### src/rtl/errcap_pkg.sv
package errcap_pkg;

    localparam int unsigned SZ_WORD = 2;

    typedef enum logic [2:0] {
        IDX_GIE  = 3'd0,
        IDX_IEN  = 3'd1,
        IDX_STAT = 3'd2,
        IDX_CADR = 3'd3,
        IDX_CQUL = 3'd4
    } reg_idx_e;

    typedef struct packed {
        logic       ok;
        logic       bad;
        logic       wr;
        logic [2:0] idx;
    } acc_t;

endpackage

### src/rtl/errcap_decode.sv
module errcap_decode
    import errcap_pkg::*;
#(
    parameter int unsigned ADDR_W = 5
) (
    input  logic              req,
    input  logic              we,
    input  logic [ADDR_W-1:0] addr,
    input  logic [1:0]        size,
    input  logic              burst,
    output acc_t              acc
);
    localparam int unsigned IDX_LO = 2;

    logic legal;
    logic upper_zero;

    always_comb begin
        legal = (size == 2'(SZ_WORD)) && !burst && (addr[1:0] == 2'b00);
        upper_zero = 1'b1;
        for (int i = IDX_LO + 3; i < int'(ADDR_W); i++) begin
            if (addr[i]) upper_zero = 1'b0;
        end
        acc.ok  = req && legal;
        acc.bad = req && !legal;
        acc.wr  = we;
        acc.idx = upper_zero ? addr[IDX_LO +: 3] : 3'd7;
    end
endmodule

### src/rtl/errcap_capture.sv
module errcap_capture #(
    parameter int unsigned MID_W = 4
) (
    input  logic             clk,
    input  logic             rst,
    input  logic             evt_valid,
    input  logic             evt_is_read,
    input  logic [MID_W-1:0] evt_master,
    input  logic [3:0]       evt_size,
    input  logic [2:0]       evt_type,
    input  logic [1:0]       evt_resp,
    input  logic [31:0]      evt_addr,
    input  logic             clr_en,
    input  logic [1:0]       clr_mask,
    input  logic             bad_acc,
    output logic [1:0]       stat_q,
    output logic [31:0]      cap_addr_q,
    output logic [31:0]      cap_qual_q
);
    localparam int unsigned MID_LSB = 16;

    typedef struct packed {
        logic [1:0]  stat;
        logic [31:0] addr;
        logic [31:0] qual;
    } cap_t;

    cap_t st_d, st_q;
    logic [1:0]  set_v;
    logic [31:0] qual_v;

    always_comb begin
        set_v = 2'b00;
        if (evt_valid) set_v = evt_is_read ? 2'b01 : 2'b10;
        qual_v = '0;
        qual_v[1:0]   = evt_resp;
        qual_v[4]     = evt_is_read;
        qual_v[11:8]  = evt_size;
        qual_v[14:12] = evt_type;
        qual_v[MID_LSB +: MID_W] = evt_master;

        st_d = st_q;
        st_d.stat = (st_q.stat & ~(clr_en ? clr_mask : 2'b00)) | set_v;
        if (evt_valid && (st_q.stat == 2'b00)) begin
            st_d.addr = evt_addr;
            st_d.qual = qual_v;
        end
    end

    always_ff @(posedge clk) begin
        if (rst) st_q <= '0;
        else     st_q <= st_d;
    end

    assign stat_q     = st_q.stat;
    assign cap_addr_q = st_q.addr;
    assign cap_qual_q = st_q.qual;

    AST_RD_EVT_SETS: assert property (@(posedge clk) disable iff (rst)
        (evt_valid && evt_is_read) |=> stat_q[0]);
    AST_WR_EVT_SETS: assert property (@(posedge clk) disable iff (rst)
        (evt_valid && !evt_is_read) |=> stat_q[1]);
    AST_FIRST_CAPTURE: assert property (@(posedge clk) disable iff (rst)
        (evt_valid && stat_q == 2'b00) |=> (cap_addr_q == $past(evt_addr)));
    AST_CAPTURE_FROZEN: assert property (@(posedge clk) disable iff (rst)
        (stat_q != 2'b00) |=> ($stable(cap_addr_q) && $stable(cap_qual_q)));
    AST_BAD_KEEPS_STAT: assert property (@(posedge clk) disable iff (rst)
        (bad_acc && !evt_valid) |=> $stable(stat_q));
endmodule

### src/rtl/errcap_regs.sv
module errcap_regs
    import errcap_pkg::*;
#(
    parameter int unsigned ADDR_W = 5,
    parameter int unsigned MID_W  = 4
) (
    input  logic              clk,
    input  logic              rst,
    input  logic              reg_req,
    input  logic              reg_we,
    input  logic [ADDR_W-1:0] reg_addr,
    input  logic [1:0]        reg_size,
    input  logic              reg_burst,
    input  logic [31:0]       reg_wdata,
    output logic              reg_ack,
    output logic              reg_err,
    output logic [31:0]       reg_rdata,
    input  logic              evt_valid,
    input  logic              evt_is_read,
    input  logic [MID_W-1:0]  evt_master,
    input  logic [3:0]        evt_size,
    input  logic [2:0]        evt_type,
    input  logic [1:0]        evt_resp,
    input  logic [31:0]       evt_addr,
    output logic              irq
);
    typedef struct packed {
        logic        gie;
        logic [1:0]  ien;
        logic        ack;
        logic        err;
        logic [31:0] rdata;
    } top_t;

    top_t st_d, st_q;
    acc_t acc;
    logic [1:0]  stat;
    logic [31:0] cap_addr, cap_qual;
    logic        clr_en;

    errcap_decode #(.ADDR_W(ADDR_W)) u_decode (
        .req   (reg_req),
        .we    (reg_we),
        .addr  (reg_addr),
        .size  (reg_size),
        .burst (reg_burst),
        .acc   (acc)
    );

    assign clr_en = acc.ok && acc.wr && (acc.idx == IDX_STAT);

    errcap_capture #(.MID_W(MID_W)) u_capture (
        .clk         (clk),
        .rst         (rst),
        .evt_valid   (evt_valid),
        .evt_is_read (evt_is_read),
        .evt_master  (evt_master),
        .evt_size    (evt_size),
        .evt_type    (evt_type),
        .evt_resp    (evt_resp),
        .evt_addr    (evt_addr),
        .clr_en      (clr_en),
        .clr_mask    (reg_wdata[1:0]),
        .bad_acc     (acc.bad),
        .stat_q      (stat),
        .cap_addr_q  (cap_addr),
        .cap_qual_q  (cap_qual)
    );

    always_comb begin
        st_d       = st_q;
        st_d.ack   = reg_req;
        st_d.err   = acc.bad;
        st_d.rdata = '0;
        if (acc.ok && acc.wr) begin
            if (acc.idx == IDX_GIE) st_d.gie = reg_wdata[0];
            if (acc.idx == IDX_IEN) st_d.ien = reg_wdata[1:0];
        end
        if (acc.ok && !acc.wr) begin
            case (acc.idx)
                IDX_GIE:  st_d.rdata = {31'b0, st_q.gie};
                IDX_IEN:  st_d.rdata = {30'b0, st_q.ien};
                IDX_STAT: st_d.rdata = {30'b0, stat};
                IDX_CADR: st_d.rdata = cap_addr;
                IDX_CQUL: st_d.rdata = cap_qual;
                default:  st_d.rdata = '0;
            endcase
        end
    end

    always_ff @(posedge clk) begin
        if (rst) st_q <= '0;
        else     st_q <= st_d;
    end

    assign reg_ack   = st_q.ack;
    assign reg_err   = st_q.err;
    assign reg_rdata = st_q.rdata;
    assign irq       = st_q.gie && |(stat & st_q.ien);

    AST_REQ_ACKED: assert property (@(posedge clk) disable iff (rst)
        reg_req |=> reg_ack);
    AST_ACK_NEEDS_REQ: assert property (@(posedge clk) disable iff (rst)
        reg_ack |-> $past(reg_req));
    AST_BAD_ERRS: assert property (@(posedge clk) disable iff (rst)
        (reg_req && acc.bad) |=> (reg_err && reg_rdata == 32'd0));
    AST_BAD_KEEPS_EN: assert property (@(posedge clk) disable iff (rst)
        (reg_req && acc.bad) |=> ($stable(st_q.gie) && $stable(st_q.ien)));
    AST_IRQ_GATED: assert property (@(posedge clk) disable iff (rst)
        irq |-> (st_q.gie && stat != 2'b00));
endmodule

### config.mk
export PLATFORM = sky130hd
export DESIGN_NAME = errcap_regs
export DESIGN_NICKNAME = d
export VERILOG_FILES = /design/src/rtl/errcap_pkg.sv /design/src/rtl/errcap_decode.sv /design/src/rtl/errcap_capture.sv /design/src/rtl/errcap_regs.sv
export SDC_FILE = /design/constraint.sdc
export NUM_CORES = 1
export LEC_CHECK = 0
export ABC_CLOCK_PERIOD_IN_PS = 3200
export BUFFER_PORTS_ARGS = -buffer_cell sky130_fd_sc_hd__buf_2
export CAP_MARGIN = 15
export CORE_MARGIN = 10
export CORE_UTILIZATION = 50
export DETAILED_ROUTE_END_ITERATION = 12
export GPL_ROUTABILITY_DRIVEN = 0
export PLACE_DENSITY = 0.82
export SYNTH_ARGS = -nofsm -noshare
export SYNTH_HDL_FRONTEND = slang
export SYNTH_SLANG_ARGS = --single-unit
### constraint.sdc
create_clock -name clk -period 3.2 [get_ports clk]
set_input_delay 0.32 -clock clk [delete_from_list [all_inputs] [get_ports clk]]
set_output_delay 0.32 -clock clk [all_outputs]
set_load 0.02 [all_outputs]
==> impl_metrics.csv <==
group,metric,value,unit
worst_setup_path,crit_required,3.44,ns
worst_setup_path,worst_setup_path_start_kind,"input port",
synth,synth.area.top_cells,"sky130_fd_sc_hd__dfxtp_1 52%, sky130_fd_sc_hd__nand2_1 11%, sky130_fd_sc_hd__a21oi_1 7.7%",
timing,timing.setup.tns,0,ns
clock_tree,tritoncts,"built",
worst_setup_path,register_to_register_setup_slack,1.55,ns
clock_tree,cts_buffers,9,
timing,worst_case_clock_skew,0.00825,ns
layout,layout-area-overhead-vs-synth,14.5,%
timing,period_needed,1.73,ns
placed_design,detailedPlacementHpwl,5.18,mm
power,power.share.switching,0.237,
clock_tree,htree_num_levels,3,
floorplanning,die_h,101,µm
worst_setup_path,endpoint_kind,"register",
clock_tree,post-cts-setup-buffer-count,0,
clock_tree,ctsRootBufferMaster,"sky130_fd_sc_hd__clkbuf_8",
floorplanning,die_width,101,µm
floorplanning,area_enclosed_by_the_die_boundary,10100,µm²
timing,finalCritPeriodShare,0.540,
placed_design,placement.cell_area,3510,µm²
route,dr_vias,2473,
power,clock_power_share,0.370,
floorplanning,pin_count,126,
synth,synth.lib_cells_used.distinct,31,
global_routing,via_count_of_the_first_global_routing_pass,2445,
synth,synth_flop_cell,"sky130_fd_sc_hd__dfxtp_1",
synth,ys.warnings.count,0,
synth,synth_top_area_frac,0.524,
synth,synth-edff-count,0,
worst_setup_path,path_cells,"buf_2 > or4b_4 > nand4bb_1 > nor2_1",
power,power_report.internal_total,1550,µW
route,detail_route.vias_per_cell,4.93,
timing,drv_slew,0,
route,drtIter0Drc,148,
global_routing,maximum_number_of_pins_on_one_net_before_global_route_repair,55,
floorplanning,start_util,0.514,
global_routing,antenna_found_initial,0,
placed_design,placement.io_buffers,95,
clock_tree,cts_sinks,85,
power,cellPowerDensity,547,nW/µm²
power,net-switching-power,481,µW
power,combPwrFrac,0.081,
worst_setup_path,critical_path_class,"input port to register",
clock_tree,clk_latency,0.34,ns
timing,achievable-frequency,579,MHz
power,p_seq_frac,0.550,
worst_setup_path,arrival,1.97,ns
clock_tree,cts-hold-fix-buffers,0,
clock_tree,cts.reportedPaths.clkPinSlew,0.08,ns
synth,syn-cell-area,3240,µm²
global_routing,groute.usage.overall,0.138,
synth,yosysMostFrequentCell,"sky130_fd_sc_hd__nand2_1",
clock_tree,cts_resized,0,
timing,slew_headroom,0.385,
worst_setup_path,critical-path-slowest-cell,"sky130_fd_sc_hd__nand4bb_1",
run_status,outcome,"complete, no violations",
synth,asyncSetResetFlopFracSynth,0,
worst_setup_path,critical_path.max_fanout,14,
route,antenna_left,0,
synth,yosys_register_bits,85,
synth,syn_area_per_cell,8.89,µm²
route,drt_wl_total,7.24,mm
layout,diodes,0,
worst_setup_path,critPathMaxStageDelay,0.64,ns
job,max-cap-violations,0,
power,standby_leakage_power,0.00158,µW
timing,setup_viol_count_final,0,
route,drc,0,
timing,worst-slew-pin-transition,0.923,ns
synth,netlist_instances,365,
layout,final_cell_area,3710,µm²
timing,report.final.hold_viol_count,0,
clock_tree,max_root_sink_buffers,2,
floorplanning,coreArea,6310,µm²
route,drt_first_pass_iters,4,
synth,ys_seq_area_frac,0.524,
global_routing,grt_overflow_total,0,
synth,postSynthNetCount,456,
layout,fillers,574,
floorplanning,std_cell_rows,29,
power,peakVddDrop,280,µV
global_routing,grt_pass1_wl,11.3,mm
timing,rsz0062_at_grt,"false",
layout,num-nets-final,511,
synth,synth.top_cells.by_count,"94 x sky130_fd_sc_hd__nand2_1, 85 x sky130_fd_sc_hd__dfxtp_1, 50 x sky130_fd_sc_hd__a21oi_1",
synth,yosysTopAreaCell,"sky130_fd_sc_hd__dfxtp_1",
route,drt-wirelength-per-cell,14.4,µm
worst_hold_path,class_of_the_tightest_hold_or_removal_check,"input port to register",
layout,post_route_cells_drive_above_1_share,0.318,
routing by layer:
metal	GRT usage	share of wire	vias to the layer above
li1	-	-	1280
met1	0.158	0.44	1116
met2	0.227	0.48	71
met3	0.0501	0.071	6
met4	0.0587	0.0073	0
met5	0	0	-
critical path: cells and delay by family:
family | cells | cell delay, ns
AND/OR/NAND/NOR | 3 | 1.54
buffers and inverters | 1 | 0.10
logic make-up (layout without fill, tap and decap cells):
family                 count (synthesis)  count (layout)  synth area share
multiplexers                           5               5            0.0162
flip-flops                            85              85             0.524
AND/OR/NAND/NOR                      152             152             0.236
buffers and inverters                 54             114             0.102
AO/OA/AOI/OAI                         69              69             0.121
power by group through the flow:
stage | Sequential [µW] | Combinational (µW) | Clock (µW)
after floorplan | 1140 | 100 | 0
after global placement | 1140 | 160 | 0
after detailed placement | 1140 | 164 | 0
after CTS | 1120 | 165 | 773
after global routing | 1120 | 185 | 815
final | 1120 | 164 | 750
state kept, by name (all words and copies together) (netlist names):
| signal | count |
|---|---|
| u_capture.cap_qual_q | 14 |
| reg_ack | 1 |
| reg_err | 1 |
| u_capture.stat_q | 2 |
| u_capture.cap_addr_q | 32 |
| st_q | 3 |
| reg_rdata | 32 |
per-stage QoR:
| step | power (µW) | setup WS [ns] | cells | hold WS (ns) | util |
|---|---|---|---|---|---|
| after floorplan | 1240 | 1.68 | 365 | 0.429 | - |
| after detailed placement | 1310 | 1.12 | 486 | 0.442 | 0.556 |
| after global placement | 1300 | 1.10 | 486 | 0.436 | 0.556 |
| final | 2030 | 1.47 | 502 | 0.183 | 0.588 |
| after CTS | 2050 | 1.47 | 502 | 0.169 | 0.588 |
| after global routing | 2120 | 1.35 | 502 | 0.183 | 0.588 |
layout make-up:
type / instances / area (µm²) / area share
Clock inverter: 5 / 60.1 / 0.0162
Clock buffer: 11 / 141 / 0.0381
Sequential cell: 85 / 1700 / 0.458
Timing Repair Buffer: 98 / 498 / 0.134
Tap cell: 77 / 96.3 / 0.0259
Multi-Input combinational cell: 226 / 1220 / 0.327
cell usage in the layout, fill, tap and decap left out, types with 3 or more instances in the layout:
master	count
sky130_fd_sc_hd__and2_1	3
sky130_fd_sc_hd__a22oi_1	13
sky130_fd_sc_hd__nand2b_1	6
sky130_fd_sc_hd__and2_2	15
sky130_fd_sc_hd__buf_4	3
sky130_fd_sc_hd__nand2_1	94
sky130_fd_sc_hd__nor2_1	12
sky130_fd_sc_hd__nand3b_1	4
sky130_fd_sc_hd__a21oi_1	50
sky130_fd_sc_hd__buf_2	95
sky130_fd_sc_hd__mux2i_1	3
sky130_fd_sc_hd__nor2b_1	4
sky130_fd_sc_hd__clkbuf_8	10
sky130_fd_sc_hd__dfxtp_1	85
worst paths after layout:
path / end / start / cells past startpoint
min: u_capture.stat_q[1]$_SDFF_PP0_ / reg_wdata[1] / 2
max reg2reg: u_capture.cap_addr_q[7]$_SDFFE_PP0P_ / u_capture.stat_q[0]$_SDFF_PP0_ / 3
min reg2reg: u_capture.cap_addr_q[31]$_SDFFE_PP0P_ / u_capture.cap_addr_q[31]$_SDFFE_PP0P_ / 2
max: reg_rdata[17]$_SDFF_PP0_ / reg_burst / 4
No activity file was read; power rests on OpenSTA's default activity.
